### config.mk
export PLATFORM = sky130hd
export DESIGN_NAME = dsi_bta_ctrl
export DESIGN_NICKNAME = d
export VERILOG_FILES = /design/src/rtl/dsi_bta_pkg.sv /design/src/rtl/dsi_pkt_classify.sv /design/src/rtl/dsi_bta_seq.sv /design/src/rtl/dsi_rx_watch.sv /design/src/rtl/dsi_pll_timer.sv /design/src/rtl/dsi_bta_ctrl.sv
export SDC_FILE = /design/constraint.sdc
export NUM_CORES = 1
export LEC_CHECK = 0
export BUFFER_PORTS_ARGS = -buffer_cell sky130_fd_sc_hd__buf_2
export CAP_MARGIN = 0
export CORE_MARGIN = 2
export CORE_UTILIZATION = 45
export DETAILED_ROUTE_END_ITERATION = 16
export HOLD_SLACK_MARGIN = 0.03
export PLACE_DENSITY = 0.7
export SYNTH_ARGS = -nofsm -noshare
export SYNTH_HDL_FRONTEND = slang
export SYNTH_SLANG_ARGS = --single-unit
### constraint.sdc
create_clock -name clk_i -period 4.3 [get_ports clk_i]
set_clock_uncertainty 0.1 [all_clocks]
set_input_delay 0.43 -clock clk_i [delete_from_list [all_inputs] [get_ports clk_i]]
set_output_delay 0.43 -clock clk_i [all_outputs]
set_load 0.02 [all_outputs]
### src/rtl/dsi_bta_pkg.sv
package dsi_bta_pkg;
  typedef enum logic [1:0] {SEQ_IDLE, SEQ_HOLD, SEQ_TURN} seq_state_e;

  localparam int IRQ_N   = 3;
  localparam int IRQ_BTA = 0;
  localparam int IRQ_RX  = 1;
  localparam int IRQ_PLL = 2;

  localparam logic [5:0] DT_GEN_RD0  = 6'h04;
  localparam logic [5:0] DT_GEN_RD1  = 6'h14;
  localparam logic [5:0] DT_GEN_RD2  = 6'h24;
  localparam logic [5:0] DT_DCS_RD   = 6'h06;
  localparam logic [5:0] DT_DCS_WR0  = 6'h05;
  localparam logic [5:0] DT_DCS_WR1  = 6'h15;
  localparam logic [7:0] CMD_TEAR_ON = 8'h35;
endpackage

### src/rtl/dsi_pkt_classify.sv
module dsi_pkt_classify
  import dsi_bta_pkg::*;
(
  input  logic [5:0] type_i,
  input  logic [7:0] cmd_i,
  output logic       needs_bta_o
);
  logic is_read, is_tear;

  always_comb begin
    is_read = (type_i == DT_GEN_RD0) || (type_i == DT_GEN_RD1) ||
              (type_i == DT_GEN_RD2) || (type_i == DT_DCS_RD);
    is_tear = ((type_i == DT_DCS_WR0) || (type_i == DT_DCS_WR1)) &&
              (cmd_i == CMD_TEAR_ON);
    needs_bta_o = is_read || is_tear;
  end
endmodule

### src/rtl/dsi_bta_seq.sv
module dsi_bta_seq
  import dsi_bta_pkg::*;
#(
  parameter int HOLD_W = 16,
  parameter int BTA_W  = 8
) (
  input  logic              clk_i,
  input  logic              rst_ni,
  input  logic              tick_i,
  input  logic              start_i,
  input  logic [HOLD_W-1:0] hold_cnt_i,
  input  logic [BTA_W-1:0]  bta_to_i,
  input  logic              dir_ack_i,
  output logic              req_o,
  output logic              busy_o,
  output logic              timeout_o
);
  localparam logic [HOLD_W-1:0] HOLD_ONE = HOLD_W'(1);
  localparam logic [BTA_W-1:0]  BTA_ONE  = BTA_W'(1);

  seq_state_e        st_q;
  logic [HOLD_W-1:0] hold_q;
  logic [BTA_W-1:0]  turn_q;

  // expiry is combinational so the interrupt lands on the edge that ends the turn
  assign timeout_o = (st_q == SEQ_TURN) && !dir_ack_i && tick_i && (turn_q == '0);
  assign req_o     = (st_q == SEQ_TURN);
  assign busy_o    = (st_q != SEQ_IDLE);

  always_ff @(posedge clk_i or negedge rst_ni) begin
    if (!rst_ni) begin
      st_q   <= SEQ_IDLE;
      hold_q <= '0;
      turn_q <= '0;
    end else begin
      unique case (st_q)
        SEQ_IDLE: if (start_i) begin
          st_q   <= SEQ_HOLD;
          hold_q <= hold_cnt_i;
        end
        SEQ_HOLD: if (hold_q == '0) begin
          st_q   <= SEQ_TURN;
          turn_q <= bta_to_i;
        end else if (tick_i) begin
          hold_q <= hold_q - HOLD_ONE;
        end
        SEQ_TURN: if (dir_ack_i) begin
          st_q <= SEQ_IDLE;
        end else if (tick_i) begin
          if (turn_q == '0) st_q <= SEQ_IDLE;
          else              turn_q <= turn_q - BTA_ONE;
        end
        default: st_q <= SEQ_IDLE;
      endcase
    end
  end
endmodule

### src/rtl/dsi_rx_watch.sv
module dsi_rx_watch #(
  parameter int RX_W = 16
) (
  input  logic            clk_i,
  input  logic            rst_ni,
  input  logic            tick_i,
  input  logic            lpdt_i,
  input  logic            valid_i,
  input  logic [RX_W-1:0] rx_to_i,
  output logic            timeout_o
);
  localparam logic [RX_W-1:0] RX_ONE = RX_W'(1);

  logic [RX_W-1:0] cnt_q;
  logic            fired_q;
  logic            waiting;

  assign waiting   = lpdt_i && !valid_i;
  assign timeout_o = waiting && tick_i && !fired_q && (cnt_q == '0);

  always_ff @(posedge clk_i or negedge rst_ni) begin
    if (!rst_ni) begin
      cnt_q   <= '0;
      fired_q <= 1'b0;
    end else if (!waiting) begin
      cnt_q   <= rx_to_i;
      fired_q <= 1'b0;
    end else if (tick_i && !fired_q) begin
      if (cnt_q == '0) fired_q <= 1'b1;
      else             cnt_q   <= cnt_q - RX_ONE;
    end
  end
endmodule

### src/rtl/dsi_pll_timer.sv
module dsi_pll_timer #(
  parameter int PLL_W = 20
) (
  input  logic             clk_i,
  input  logic             rst_ni,
  input  logic             start_i,
  input  logic [PLL_W-1:0] time_i,
  output logic             stable_o,
  output logic             done_o
);
  localparam logic [PLL_W-1:0] PLL_ONE = PLL_W'(1);

  logic [PLL_W-1:0] cnt_q;
  logic             run_q;

  assign done_o = run_q && !start_i && (cnt_q == '0);

  always_ff @(posedge clk_i or negedge rst_ni) begin
    if (!rst_ni) begin
      cnt_q    <= '0;
      run_q    <= 1'b0;
      stable_o <= 1'b0;
    end else if (start_i) begin
      cnt_q    <= time_i;
      run_q    <= 1'b1;
      stable_o <= 1'b0;
    end else if (run_q) begin
      if (cnt_q == '0) begin
        run_q    <= 1'b0;
        stable_o <= 1'b1;
      end else begin
        cnt_q <= cnt_q - PLL_ONE;
      end
    end
  end
endmodule

### src/rtl/dsi_bta_ctrl.sv
module dsi_bta_ctrl
  import dsi_bta_pkg::*;
#(
  parameter int HOLD_W = 16,
  parameter int BTA_W  = 8,
  parameter int RX_W   = 16,
  parameter int PLL_W  = 20
) (
  input  logic              clk_i,
  input  logic              rst_ni,
  input  logic              esc_tick_i,
  input  logic              pkt_done_i,
  input  logic [5:0]        pkt_type_i,
  input  logic [7:0]        pkt_cmd_i,
  input  logic [HOLD_W-1:0] hold_cnt_i,
  input  logic [BTA_W-1:0]  bta_to_i,
  input  logic [RX_W-1:0]   rx_to_i,
  input  logic [PLL_W-1:0]  pll_time_i,
  input  logic              pll_start_i,
  input  logic              dir_ack_i,
  input  logic              rx_lpdt_i,
  input  logic              rx_valid_i,
  input  logic [IRQ_N-1:0]  irq_clr_i,
  output logic              bta_req_o,
  output logic              bta_busy_o,
  output logic              pll_stable_o,
  output logic [IRQ_N-1:0]  irq_o
);
  logic             needs_bta;
  logic [IRQ_N-1:0] irq_set;

  dsi_pkt_classify u_classify (
    .type_i      (pkt_type_i),
    .cmd_i       (pkt_cmd_i),
    .needs_bta_o (needs_bta)
  );

  dsi_bta_seq #(.HOLD_W(HOLD_W), .BTA_W(BTA_W)) u_seq (
    .clk_i      (clk_i),
    .rst_ni     (rst_ni),
    .tick_i     (esc_tick_i),
    .start_i    (pkt_done_i && needs_bta),
    .hold_cnt_i (hold_cnt_i),
    .bta_to_i   (bta_to_i),
    .dir_ack_i  (dir_ack_i),
    .req_o      (bta_req_o),
    .busy_o     (bta_busy_o),
    .timeout_o  (irq_set[IRQ_BTA])
  );

  dsi_rx_watch #(.RX_W(RX_W)) u_rx (
    .clk_i     (clk_i),
    .rst_ni    (rst_ni),
    .tick_i    (esc_tick_i),
    .lpdt_i    (rx_lpdt_i),
    .valid_i   (rx_valid_i),
    .rx_to_i   (rx_to_i),
    .timeout_o (irq_set[IRQ_RX])
  );

  dsi_pll_timer #(.PLL_W(PLL_W)) u_pll (
    .clk_i    (clk_i),
    .rst_ni   (rst_ni),
    .start_i  (pll_start_i),
    .time_i   (pll_time_i),
    .stable_o (pll_stable_o),
    .done_o   (irq_set[IRQ_PLL])
  );

  for (genvar k = 0; k < IRQ_N; k++) begin : g_irq
    always_ff @(posedge clk_i or negedge rst_ni) begin
      if (!rst_ni) irq_o[k] <= 1'b0;
      else         irq_o[k] <= irq_set[k] | (irq_o[k] & ~irq_clr_i[k]);
    end
  end
endmodule

Word-level counts from Yosys, hierarchy flattened
Cells that the tools add are included.
{ "totals": {"ff_bits": 68, "input_bits": 85} }
{ "classes": {"n_addsub": 4, "n_eq_ne": 22, "muxes": 30, "n_bitwise": 9, "reduce_logical": 38} }
{ "ops": {"columns": ["cell", "n"], "rows": [
  ["$mux 16", 6],
  ["$mux 20", 3],
  ["$logic_not 16->1", 2],
  ["$mux 8", 4],
  ["$pmux 16 s2", 1],
  ["$sub 16x1->16 const B", 2],
  ["$logic_not 20->1", 1],
  ["$sub 20x1->20 const B", 1],
  ["$eq 6x3->1 const B", 3],
  ["$ne 2x2->1 const B", 9],
  ["$pmux 8 s2", 1],
  ["$eq 6x5->1 const B", 2],
  ["$logic_and 1x1->1", 12],
  ["$mux 2", 5],
  ["$reduce_bool 2->1", 5],
  ["$mux 1", 9],
  ["$eq 8x6->1 const B", 1],
  ["$logic_not 8->1", 1],
  ["$reduce_and 2->1", 4],
  ["$reduce_and 4->1", 2],
  ["$sub 8x1->8 const B", 1],
  ["$eq 6x6->1 const B", 1],
  ["$pmux 2 s3", 1],
  ["$logic_or 1x1->1", 5],
  ["11 further kinds", 21]
]} }

Depth between registers and ports, before layout
Gate-level depths: netlist (run 1).
{ "depth": {"ltp_word": 8, "ltp_mapped": 9} }

Cells and area by module
A second synthesis (run 1) with hierarchy kept.
{ "unflattened": {"hier_cells": 496, "hier_area_um2": 4391.7} }
{ "modules_own_cells": {"columns": ["module", "n_inst", "cells_each", "area_each_um2"], "rows": [
  ["dsi_bta_seq", 1, 202, 1762.9],
  ["dsi_pll_timer", 1, 160, 1405.1],
  ["dsi_rx_watch", 1, 117, 1041.0],
  ["dsi_bta_ctrl", 1, 10, 115.1],
  ["dsi_pkt_classify", 1, 7, 67.6]
]} }

Worst setup path before layout (run 1)
No wires, ideal clock.
{ "synth_timing": {"path_kind": "register to register", "from": "register u_seq.hold_q[0]", "to": "register u_seq.hold_q[12]", "arrival_time_ps": 1919, "required_ps": 4075, "path_slack_ps": 2156, "path_stages_with_launch": 8, "path_buffers": 0, "synth_period_minus_slack_ps": 2144, "path_cell_list": "dfrtp_1 > inv_1 > ha_1 > or4b_1 > or3_4 > o311a_1 > a31oi_1 > o21ai_1"} }
{ "synth_via": {"elab_chain_len": 4, "elab_cells_between_ends": 7} }
{ "synth_lines": {"columns": ["item", "line_no", "source"], "rows": [
  ["from (decl)", "dsi_bta_seq.sv:22", "logic [HOLD_W-1:0] hold_q;"],
  ["from (signal assigned)", "dsi_bta_seq.sv:39", "hold_q <= hold_cnt_i;"],
  ["from (signal assigned)", "dsi_bta_seq.sv:45", "hold_q <= hold_q - HOLD_ONE;"],
  ["$sub 16x1->16", "dsi_bta_seq.sv:45", null],
  ["$mux 16", "dsi_bta_seq.sv:44", "end else if (tick_i) begin"],
  ["$mux 16", "dsi_bta_seq.sv:41", "SEQ_HOLD: if (hold_q == '0) begin"],
  ["$pmux 16 s2", "dsi_bta_seq.sv:36", "unique case (st_q)"]
]} }
Parallel ways exist; a longest one is shown, timed or not. The select of a mux whose other input is x is not followed.
A chain may end at the register's enable or synchronous reset.

Worst setup path in the final report (run 1)
{ "layout_timing": {"from": "register u_pll.cnt_q[5]", "to": "register u_pll.cnt_q[1]"} }
{ "layout_via": {"elab_chain_len": 3} }
{ "layout_lines": {"columns": ["item", "line_no", "source"], "rows": [
  ["from (decl)", "dsi_pll_timer.sv:13", "logic [PLL_W-1:0] cnt_q;"],
  ["from (signal assigned)", "dsi_pll_timer.sv:24", "cnt_q <= time_i;"],
  ["from (signal assigned)", "dsi_pll_timer.sv:32", "cnt_q <= cnt_q - PLL_ONE;"],
  ["$logic_not 20->1", "dsi_pll_timer.sv:28", "if (cnt_q == '0) begin"],
  ["$ne 2x2->1 (no source line)", null, null],
  ["$reduce_and 2->1 (no source line)", null, null]
]} }
No other way between the ends.

==> impl_metrics.json, run 1 <==
{
  "power_leakage_nw": 2.05,
  "cp_max_fo": 16,
  "critPathCaptureType": "flop",
  "startpoint": "u_pll.cnt_q[5]",
  "start_kind": "flop",
  "yosysMostFrequentCell": "dfrtp_1",
  "synth_top_flop_cell": "dfrtp_1",
  "max-slew-margin-rel_pct": 28.5,
  "start_util_pct": 45.8,
  "io_buffers": 90,
  "drv_cap": 0,
  "rsz0062_at_grt": "no",
  "synthCells": 460,
  "n_antenna_cell": 0,
  "worstPathArrival_ns": 2.62,
  "fmax_mhz": 398,
  "post-route-period-util_pct": 58.4,
  "netlist_area_um2": 4190,
  "p_per_area_nw_per_um2": 372,
  "grt_pass1_wl_um": 16600,
  "worstSetupPathType": "flop to flop",
  "cts.repair.resized": 0,
  "layout.nets": 632,
  "h-tree-depth": 3,
  "drv_slew": 0,
  "drc": 0,
  "cts_hold_buf": 0,
  "drt_pass1_iterations": 4,
  "ant_nets": 0,
  "finalSetupTns_ns": 0,
  "clk_latency_ns": 0.33,
  "postCtsSetupRepairBufs": 0,
  "boundaryPins": 91,
  "reg2reg_from": "u_pll.cnt_q[5]",
  "path_clk_slew_ns": 0.07,
  "worst-slew-pin-transition_ns": 1.07,
  "yosys-top-cells-count": "68 x dfrtp_1, 45 x nand2_1, 42 x o21ai_0",
  "antenna_found_initial": 0,
  "avgSynthCellArea_um2": 9.11,
  "synth-edff-count": 0,
  "grt_overflow_total": 0,
  "root_buffer": "clkbuf_8",
  "hold_slack_ns": 0.0500,
  "synth_area_leaders": "dfrtp_1 41%, o21ai_0 5.0%, nand2_1 4.0%",
  "min_path_type": "primary input to async pin",
  "yosysTopAreaCell": "dfrtp_1",
  "hold_violations": 0,
  "status": "completed",
  "drtIter0Drc": 120,
  "cts_tree": "yes",
  "vias": 3795,
  "yosysSeqAreaShare_pct": 40.6,
  "ir_drop_mv": 0.238,
  "wl_per_cell_um": 14.9,
  "die_area_um2": 10100,
  "ys_ff_latch": 68,
  "cp_data_required_time_ns": 4.41,
  "grt_max_degree": 38,
  "finalSetupViolCount": 0,
  "ys_types": 70,
  "syn-num-nets": 553,
  "syn_to_final_growth_pct": 15.2,
  "routed_wl_um": 9730,
  "coreArea_um2": 9150,
  "cts_inserted_buffers": 9,
  "grt_pass1_vias": 3664,
  "ys_warn_count": 0,
  "die_w_um": 100,
  "gp_congestion": 0.789,
  "clock-sinks": 68,
  "die_h_um": 100,
  "grt_usage_pct": 20.3,
  "clockBufferDepth": 2,
  "synth_top_area_share_pct": 40.6,
  "dpl.hpwl_um": 6930,
  "via_per_inst": 5.80,
  "layout-drive-gt1-share_pct": 23.8,
  "period_minus_slack_ns": 2.51,
  "rows": 35,
  "async_flop_share_pct": 100
}
power breakdown:
part	total, mW	leakage (nW)	switching [mW]	internal, mW
logic	0.465	1.16	0.246	0.220
clock network	0.439	0.0800	0.235	0.204
registers	0.892	0.804	0.134	0.758
state kept, by name, summed over array words and instances, names as in the netlist:
name,count
u_rx.fired_q,1
u_pll.stable_o,1
u_seq.hold_q,16
irq_o,3
u_seq.turn_q,8
u_pll.cnt_q,20
u_pll.run_q,1
u_rx.cnt_q,16
u_seq.st_q,2
worst max-delay path, stage by stage, from the launching register on:
cell and delay [ns]:
dfrtp_1 0.45, nor4_1 0.60, nand3_2 0.48, o21ai_2 0.38, mux2i_1 0.12, mux2_2 0.26
path summary, 6_finish.rpt:
kind                                  end  slack [ns]  cells after the start
max in group asynchronous  u_pll.cnt_q[0]        3.08                      2
min                        u_pll.cnt_q[3]        0.05                      1
max                        u_pll.cnt_q[1]        1.79                      5
min reg2reg                      irq_o[2]        0.40                      1
min in group clk_i               irq_o[0]        0.20                      2
max reg2reg                u_pll.cnt_q[1]        1.79                      5
layout by cell type, fill, tap and decap left out, drive strengths merged, types with 14 or more instances in the layout:
master and instances:
xnor2 14, o21ai 50, xor2 14, buf 92
inv 16, nor2 33, nand2 45, a21oi 26
dfrtp 68
cell type report:
| type | instances | area [µm²] |
|---|---|---|
| fillers | 909 | 4330 |
| multi-input cells | 352 | 2310 |
| flip-flops and latches | 68 | 1700 |
| repair buffers | 92 | 465 |
| well taps | 111 | 139 |
| clock buffers | 12 | 135 |
| inverters | 16 | 60.1 |
| clock inverters | 3 | 15.0 |
layer usage:
metal	vias up	global-route usage, %	share of wire, %
li1	1855	-	-
met1	1823	25.9	45
met2	110	35.0	49
met3	7	3.88	4.7
met4	0	5.80	0.89
met5	-	0	0
cells by family (layout without fill, tap and decap cells):
family,count (synthesis),after routing,share of synthesized area [%]
multiplexers,9,9,2.36
flip-flops,68,68,40.6
buffers and inverters,40,123,4.27
adder cells (fa/ha/maj),8,8,2.39
AO/OA/AOI/OAI,145,145,22.6
AND/OR/NAND/NOR,162,162,22.0
XOR/XNOR,28,28,5.85
metrics by stage:
stage                     setup WS, ns  utilization [%]  area [µm²]  power (mW)  instances
final                             1.79             52.7        4820        1.80        654
after global routing              1.62             52.7        4820        1.93        654
after CTS                         1.83             52.7        4820        1.81        654
after detailed placement          1.77             51.1        4670        1.37        639
after global placement            1.77             51.1        4670        1.35        639
after floorplan                   2.16                -        4190        1.23        460
Note: power is estimated with default switching activity, not from simulation.
==> inputs of run 2 (changes only) <==
- PLACE_DENSITY: 0.7 -> 0.73
- clock period: 4.3 -> 2.2 ns (I/O delays scaled with it)
==> impl_metrics.json, run 2 (synthesized netlist as in run 1, its figures left out) <==
{
  "wl_per_cell_um": 14.6,
  "grt_max_degree": 69,
  "worstPathArrival_ns": 2.31,
  "drt_pass1_iterations": 5,
  "die_area_um2": 10100,
  "clockPowerShare_pct": 28.8,
  "swShare_pct": 32.6,
  "finalSetupViolCount": 0,
  "grt_pass1_wl_um": 17300,
  "final_cell_mix": "90 x buf_2, 68 x dfrtp_1, 45 x nand2_1, 41 x o21ai_0, 40 x dlygate4sd3_1",
  "regArea_um2": 1700,
  "drtIter0Drc": 141,
  "finalInstanceArea_um2": 5580,
  "rsz0062_at_grt": "yes",
  "clock-sinks": 68,
  "startpoint": "u_seq.hold_q[0]",
  "grt_usage_pct": 21.0,
  "cts_inserted_buffers": 9,
  "vias": 4068,
  "power_leakage_nw": 2.39,
  "fmax_mhz": 456,
  "clk_latency_ns": 0.33,
  "min-delay-start": "irq_clr_i[1]",
  "path_clk_slew_ns": 0.08,
  "ir_drop_mv": 0.421,
  "routed_wl_um": 10600,
  "p_int_mw": 2.71,
  "rows": 35,
  "antenna_found_initial": 0,
  "p_sw_mw": 1.31,
  "die_h_um": 100,
  "layout-drive-gt1-share_pct": 27.8,
  "multi_input_area_um2": 2360,
  "reg2reg_from": "u_seq.hold_q[0]",
  "grt_overflow_total": 0,
  "drv_slew": 0,
  "drc": 0,
  "crit_buf_inv": 1,
  "cp_top_family": "simple AND/OR/NAND/NOR gates",
  "cp_max_fo": 5,
  "start_util_pct": 45.8,
  "worstSetupPathType": "flop to flop",
  "utilization_pct": 60.9,
  "worst-slew-pin-transition_ns": 0.730,
  "cp_slowest_cell": "or4b_4",
  "use_met1_pct": 27.2,
  "largest_reg_flops": 20,
  "hold_violations": 0,
  "top_register": "u_pll.cnt_q",
  "n_antenna_cell": 0,
  "slowest_delay_ns": 0.45,
  "h-tree-depth": 3,
  "coreArea_um2": 9150,
  "start_kind": "flop",
  "cts_tree": "yes",
  "use_met3_pct": 2.98,
  "syn_to_final_growth_pct": 33.1,
  "drv_cap": 0,
  "io_buffers": 90,
  "combPwrFrac_pct": 27.3,
  "dpl.hpwl_um": 7250,
  "busiest_layer": "met2",
  "grt_pass1_vias": 3890,
  "clockBufferDepth": 2,
  "p_per_area_nw_per_um2": 720,
  "cp_data_required_time_ns": 2.32,
  "root_buffer": "clkbuf_8",
  "layout_commonest_cell": "buf_2",
  "die_w_um": 100,
  "p_seq_share_pct": 43.9,
  "largestRegisters": "u_pll.cnt_q x20, u_rx.cnt_q x16, u_seq.hold_q x16",
  "max-slew-margin-rel_pct": 51.3,
  "post-route-period-util_pct": 99.8,
  "gp_congestion": 0.829,
  "place_area_um2": 4880,
  "grt_util_met2_pct": 35.6,
  "ant_nets": 0,
  "period_minus_slack_ns": 2.19,
  "layout.nets": 700,
  "boundaryPins": 91,
  "via_per_inst": 5.63,
  "cp_cell_sequence": "inv_2, ha_4, or4b_4, or3_4, o311a_1, a31oi_1, o21ai_1",
  "status": "completed",
  "min_path_type": "primary input to flop",
  "critPathCaptureType": "flop",
  "fill_cells": 772
}
==> run 2: cell types whose count changed in the layout (fill, tap and decap cells not counted), sizes merged <==
cell | before | now
dlygate4sd3 | 0 | 40
buf | 92 | 120
clkinvlp | 0 | 3
bufinv | 0 | 2
clkbuf | 12 | 10
clkinv | 3 | 1
==> run 2: path summary, 6_finish.rpt <==
| check | to | slack [ns] | cells after the start |
|---|---|---|---|
| setup / recovery | u_seq.hold_q[12] | 0.005 | 7 |
| hold / removal | irq_o[1] | 0.07 | 3 |
| setup reg to reg | u_seq.hold_q[12] | 0.005 | 7 |
| hold reg to reg | irq_o[2] | 0.41 | 1 |
| max in group asynchronous | u_seq.turn_q[4] | 1.35 | 3 |
| min in group asynchronous | u_pll.cnt_q[12] | 0.33 | 3 |
==> run 2: layout make-up <==
type | instances | area share [%]
multi-input cells | 352 | 42.3
clock inverters | 6 | 1.57
clock buffers | 10 | 2.47
flip-flops and latches | 68 | 30.5
well taps | 111 | 2.49
inverters | 16 | 1.08
repair buffers | 160 | 19.6
==> run 2: worst reg2reg max path, cell delays in order, from the launching register on <==
cell     delay (ns)
dfrtp_1        0.39
inv_2          0.08
ha_4           0.14
or4b_4         0.45
or3_4          0.39
o311a_1        0.30
a31oi_1        0.15
o21ai_1        0.08
==> run 2: repair_timing <==
item | CTS | global route
hold endpoints to repair | 106 | 0
gates cloned | 0 | 0
setup buffers | 0 | 2
resized for setup | 1 | 13
hold buffers | 40 | 0
endpoints found under the setup margin | 1 | 17
pin swaps | 0 | 3
==> run 2: stage by stage <==
stage	hold WS (ns)	instances	total power, mW	setup WS (ns)	TNS (ns)
finish	0.0718	723	4.02	0.00528	0
global route	0.0536	723	4.26	-0.0765	-0.146
CTS	0.0459	721	4.00	0.0198	0
detailed placement	0.175	665	2.76	-0.0109	-0.0109
global placement	0.173	665	2.71	0.0878	0
floorplan	-0.176	460	2.40	0.0560	0
==> run 2: routing by layer <==
| metal | share of wire (%) | routed length [µm] | up-vias |
|---|---|---|---|
| met5 | 0 | 0 | - |
| met4 | 1.4 | 146 | 0 |
| met3 | 4.4 | 465 | 16 |
| met2 | 50 | 5310 | 138 |
| met1 | 44 | 4660 | 1918 |
| li1 | - | - | 1996 |
==> run 2: power by group through the flow <==
stage	Clock [mW]	Combinational (mW)	Sequential, mW
5_1_grt	1.24	1.22	1.80
3_5_place_dp	0	0.997	1.76
4_1_cts	1.20	1.06	1.74
2_1_floorplan	0	0.693	1.70
3_3_place_gp	0	0.963	1.75
6_report	1.16	1.10	1.76
==> inputs of run 3 (changes only) <==
- PLACE_DENSITY: 0.73 -> 0.72
- SYNTH_HIERARCHICAL: unset -> 1
==> impl_metrics.json, run 3 <==
{
  "status": "completed",
  "final_cell_mix": "90 x buf_2, 68 x dfrtp_1, 56 x buf_4, 42 x nand2_1, 35 x nor2_1",
  "layout.cells.non_filler": 790,
  "coreArea_um2": 9640,
  "ir_drop_mv": 0.411,
  "start_util_pct": 45.6,
  "avgSynthCellArea_um2": 8.85,
  "total_power_mw": 3.85,
  "cp_data_required_time_ns": 2.34,
  "die_h_um": 103,
  "utilization_pct": 60.5,
  "regArea_um2": 1700,
  "dpl.hpwl_um": 8430,
  "worstPathArrival_ns": 2.30,
  "start_kind": "flop",
  "worst-slew-pin-transition_ns": 0.548,
  "root_buffer": "clkbuf_8",
  "synth-edff-count": 0,
  "drc": 0,
  "cp_slowest_cell": "or4_4",
  "layout_commonest_cell": "buf_2",
  "ys_warn_count": 6,
  "ant_nets": 0,
  "path_clk_slew_ns": 0.08,
  "rows": 36,
  "layout-drive-gt1-share_pct": 30.4,
  "period_minus_slack_ns": 2.16,
  "io_buffers": 90,
  "wl_per_cell_um": 15.0,
  "top_register": "u_pll/cnt_q",
  "clock-sinks": 68,
  "drt_pass1_iterations": 5,
  "yosys-top-cells-count": "68 x dfrtp_1, 42 x nand2_1, 36 x nor2_1",
  "slowest_delay_ns": 0.57,
  "grt_overflow_total": 0,
  "yosysMostFrequentCell": "dfrtp_1",
  "grt_usage_pct": 23.7,
  "h-tree-depth": 3,
  "grt_pass1_vias": 4428,
  "synthCells": 496,
  "drtIter0Drc": 169,
  "boundaryPins": 91,
  "finalSetupViolCount": 0,
  "fmax_mhz": 463,
  "max-slew-margin-rel_pct": 63.2,
  "netlist_area_um2": 4390,
  "dp_cells": 749,
  "layout.nets": 744,
  "antenna_found_initial": 0,
  "min_path_type": "primary input to flop",
  "worstSetupPathType": "flop to flop",
  "p_per_area_nw_per_um2": 661,
  "routed_wl_um": 11900,
  "syn-num-nets": 587,
  "multi_input_area_um2": 2560,
  "synth_top_area_share_pct": 38.7,
  "syn_to_final_growth_pct": 32.8,
  "largest_reg_flops": 20,
  "via_per_inst": 5.66,
  "cts_tree": "yes",
  "clk_latency_ns": 0.34,
  "fill_cells": 839,
  "clockBufferDepth": 2,
  "dp_slack_ns": -0.206,
  "cp_top_family": "simple AND/OR/NAND/NOR gates",
  "ys_ff_latch": 68,
  "drv_slew": 0,
  "post-route-period-util_pct": 98.2,
  "gp_congestion": 0.913,
  "cts_inserted_buffers": 9,
  "grt_pass1_wl_um": 20100,
  "async_flop_share_pct": 100,
  "n_antenna_cell": 0,
  "drv_cap": 0,
  "vias": 4470,
  "die_area_um2": 10600,
  "hold_violations": 0,
  "rsz0062_at_grt": "yes",
  "critPathCaptureType": "flop",
  "ys_types": 82,
  "die_w_um": 103,
  "hold_slack_ns": 0.0502,
  "crit_buf_inv": 1,
  "yosysTopAreaCell": "dfrtp_1",
  "cp_cell_sequence": "or4_4, nor3b_4, nand3_4, o21ai_4, inv_6, nor2b_4, o22a_1",
  "yosysSeqAreaShare_pct": 38.7,
  "power_leakage_nw": 2.55,
  "setup_ws_ns": 0.0401,
  "synth_top_flop_cell": "dfrtp_1",
  "cp_max_fo": 17,
  "synth_area_leaders": "dfrtp_1 39%, a21oi_1 3.6%, nand2_1 3.6%",
  "grt_max_degree": 69,
  "largestRegisters": "u_pll/cnt_q x20, u_rx/cnt_q x16, u_seq/hold_q x16"
}
[run 3: cell count changes after synthesis, moves of 7 or more]
| cell | before | now |
|---|---|---|
| o2bb2ai_1 | 1 | 10 |
| o22a_1 | 9 | 1 |
| nand3_1 | 7 | 14 |
| a31oi_1 | 13 | 4 |
| o21ai_0 | 42 | 27 |
| xnor2_1 | 14 | 3 |
| xor2_1 | 14 | 7 |
| nor3_1 | 12 | 23 |
[run 3: worst min-delay path: stages]
cell and delay [ns]:
buf_2 0.07, nor2_1 0.03, a21oi_1 0.11
[run 3: logic make-up (layout without fill, tap and decap cells)]
family                     count (synthesis)  in the layout  synth area share, %
and+or+nand+nor                          203            203                 26.3
buffers and inverters                     48            209                 4.50
adders and majority gates                  7              7                 1.97
muxes                                      8              8                 1.85
xor gates and xnor gates                  10             10                 1.99
DFF                                       68             68                 38.7
AOI/OAI and AO/OA                        152            152                 24.6
[run 3: per-stage QoR]
stage,area [µm²],TNS [ns]
after global placement,5350,-1.93
after floorplan,4420,-0.203
after CTS,5780,0
after global routing,5830,-0.0239
final,5830,0
after detailed placement,5350,-2.56
[run 3: cell type report]
type                            count  area share (%)
Tap cell                          133            2.85
Sequential cell                    68            29.2
Timing Repair Buffer              173            19.7
Clock buffer                       11            2.42
Inverter                           21            1.44
Multi-Input combinational cell    380            43.9
Clock inverter                      4           0.451
[run 3: what timing repair did]
item | in CTS | in global routing
gates resized for setup | 0 | 11
hold endpoints to repair | 93 | 0
setup buffers | 0 | 0
hold buffers | 26 | 0
endpoints found under the setup margin | 0 | 19
[run 3: path summary, 6_finish.rpt]
kind	end	depth (start not counted)	start	slack [ns]
worst min register to register	irq_o[0]	1	irq_o[0]	0.38
min in group asynchronous	u_seq/hold_q[5]	3	rst_ni	0.33
worst min-delay path	u_rx/cnt_q[2]	3	rx_to_i[2]	0.05
worst max-delay path	u_pll/cnt_q[7]	7	u_pll/cnt_q[17]	0.04
max in group asynchronous	u_rx/cnt_q[0]	3	rst_ni	1.36
worst max register to register	u_pll/cnt_q[7]	7	u_pll/cnt_q[17]	0.04
[run 3: routing by layer]
layer  vias up  share of wire [%]  track usage [%]
met3        31                4.7             5.22
met1      2142                 44             30.5
li1       2173                  -                -
met4         0                2.3             7.19
met5         -                  0                0
met2       124                 49             40.2
[run 3: power breakdown]
part / switching (mW) / total [mW] / leakage [nW] / internal, mW
Clock: 0.488 / 0.920 / 0.0852 / 0.432
Combinational: 0.646 / 1.27 / 1.67 / 0.620
Sequential: 0.218 / 1.67 / 0.795 / 1.45
Total: 1.35 / 3.85 / 2.55 / 2.50
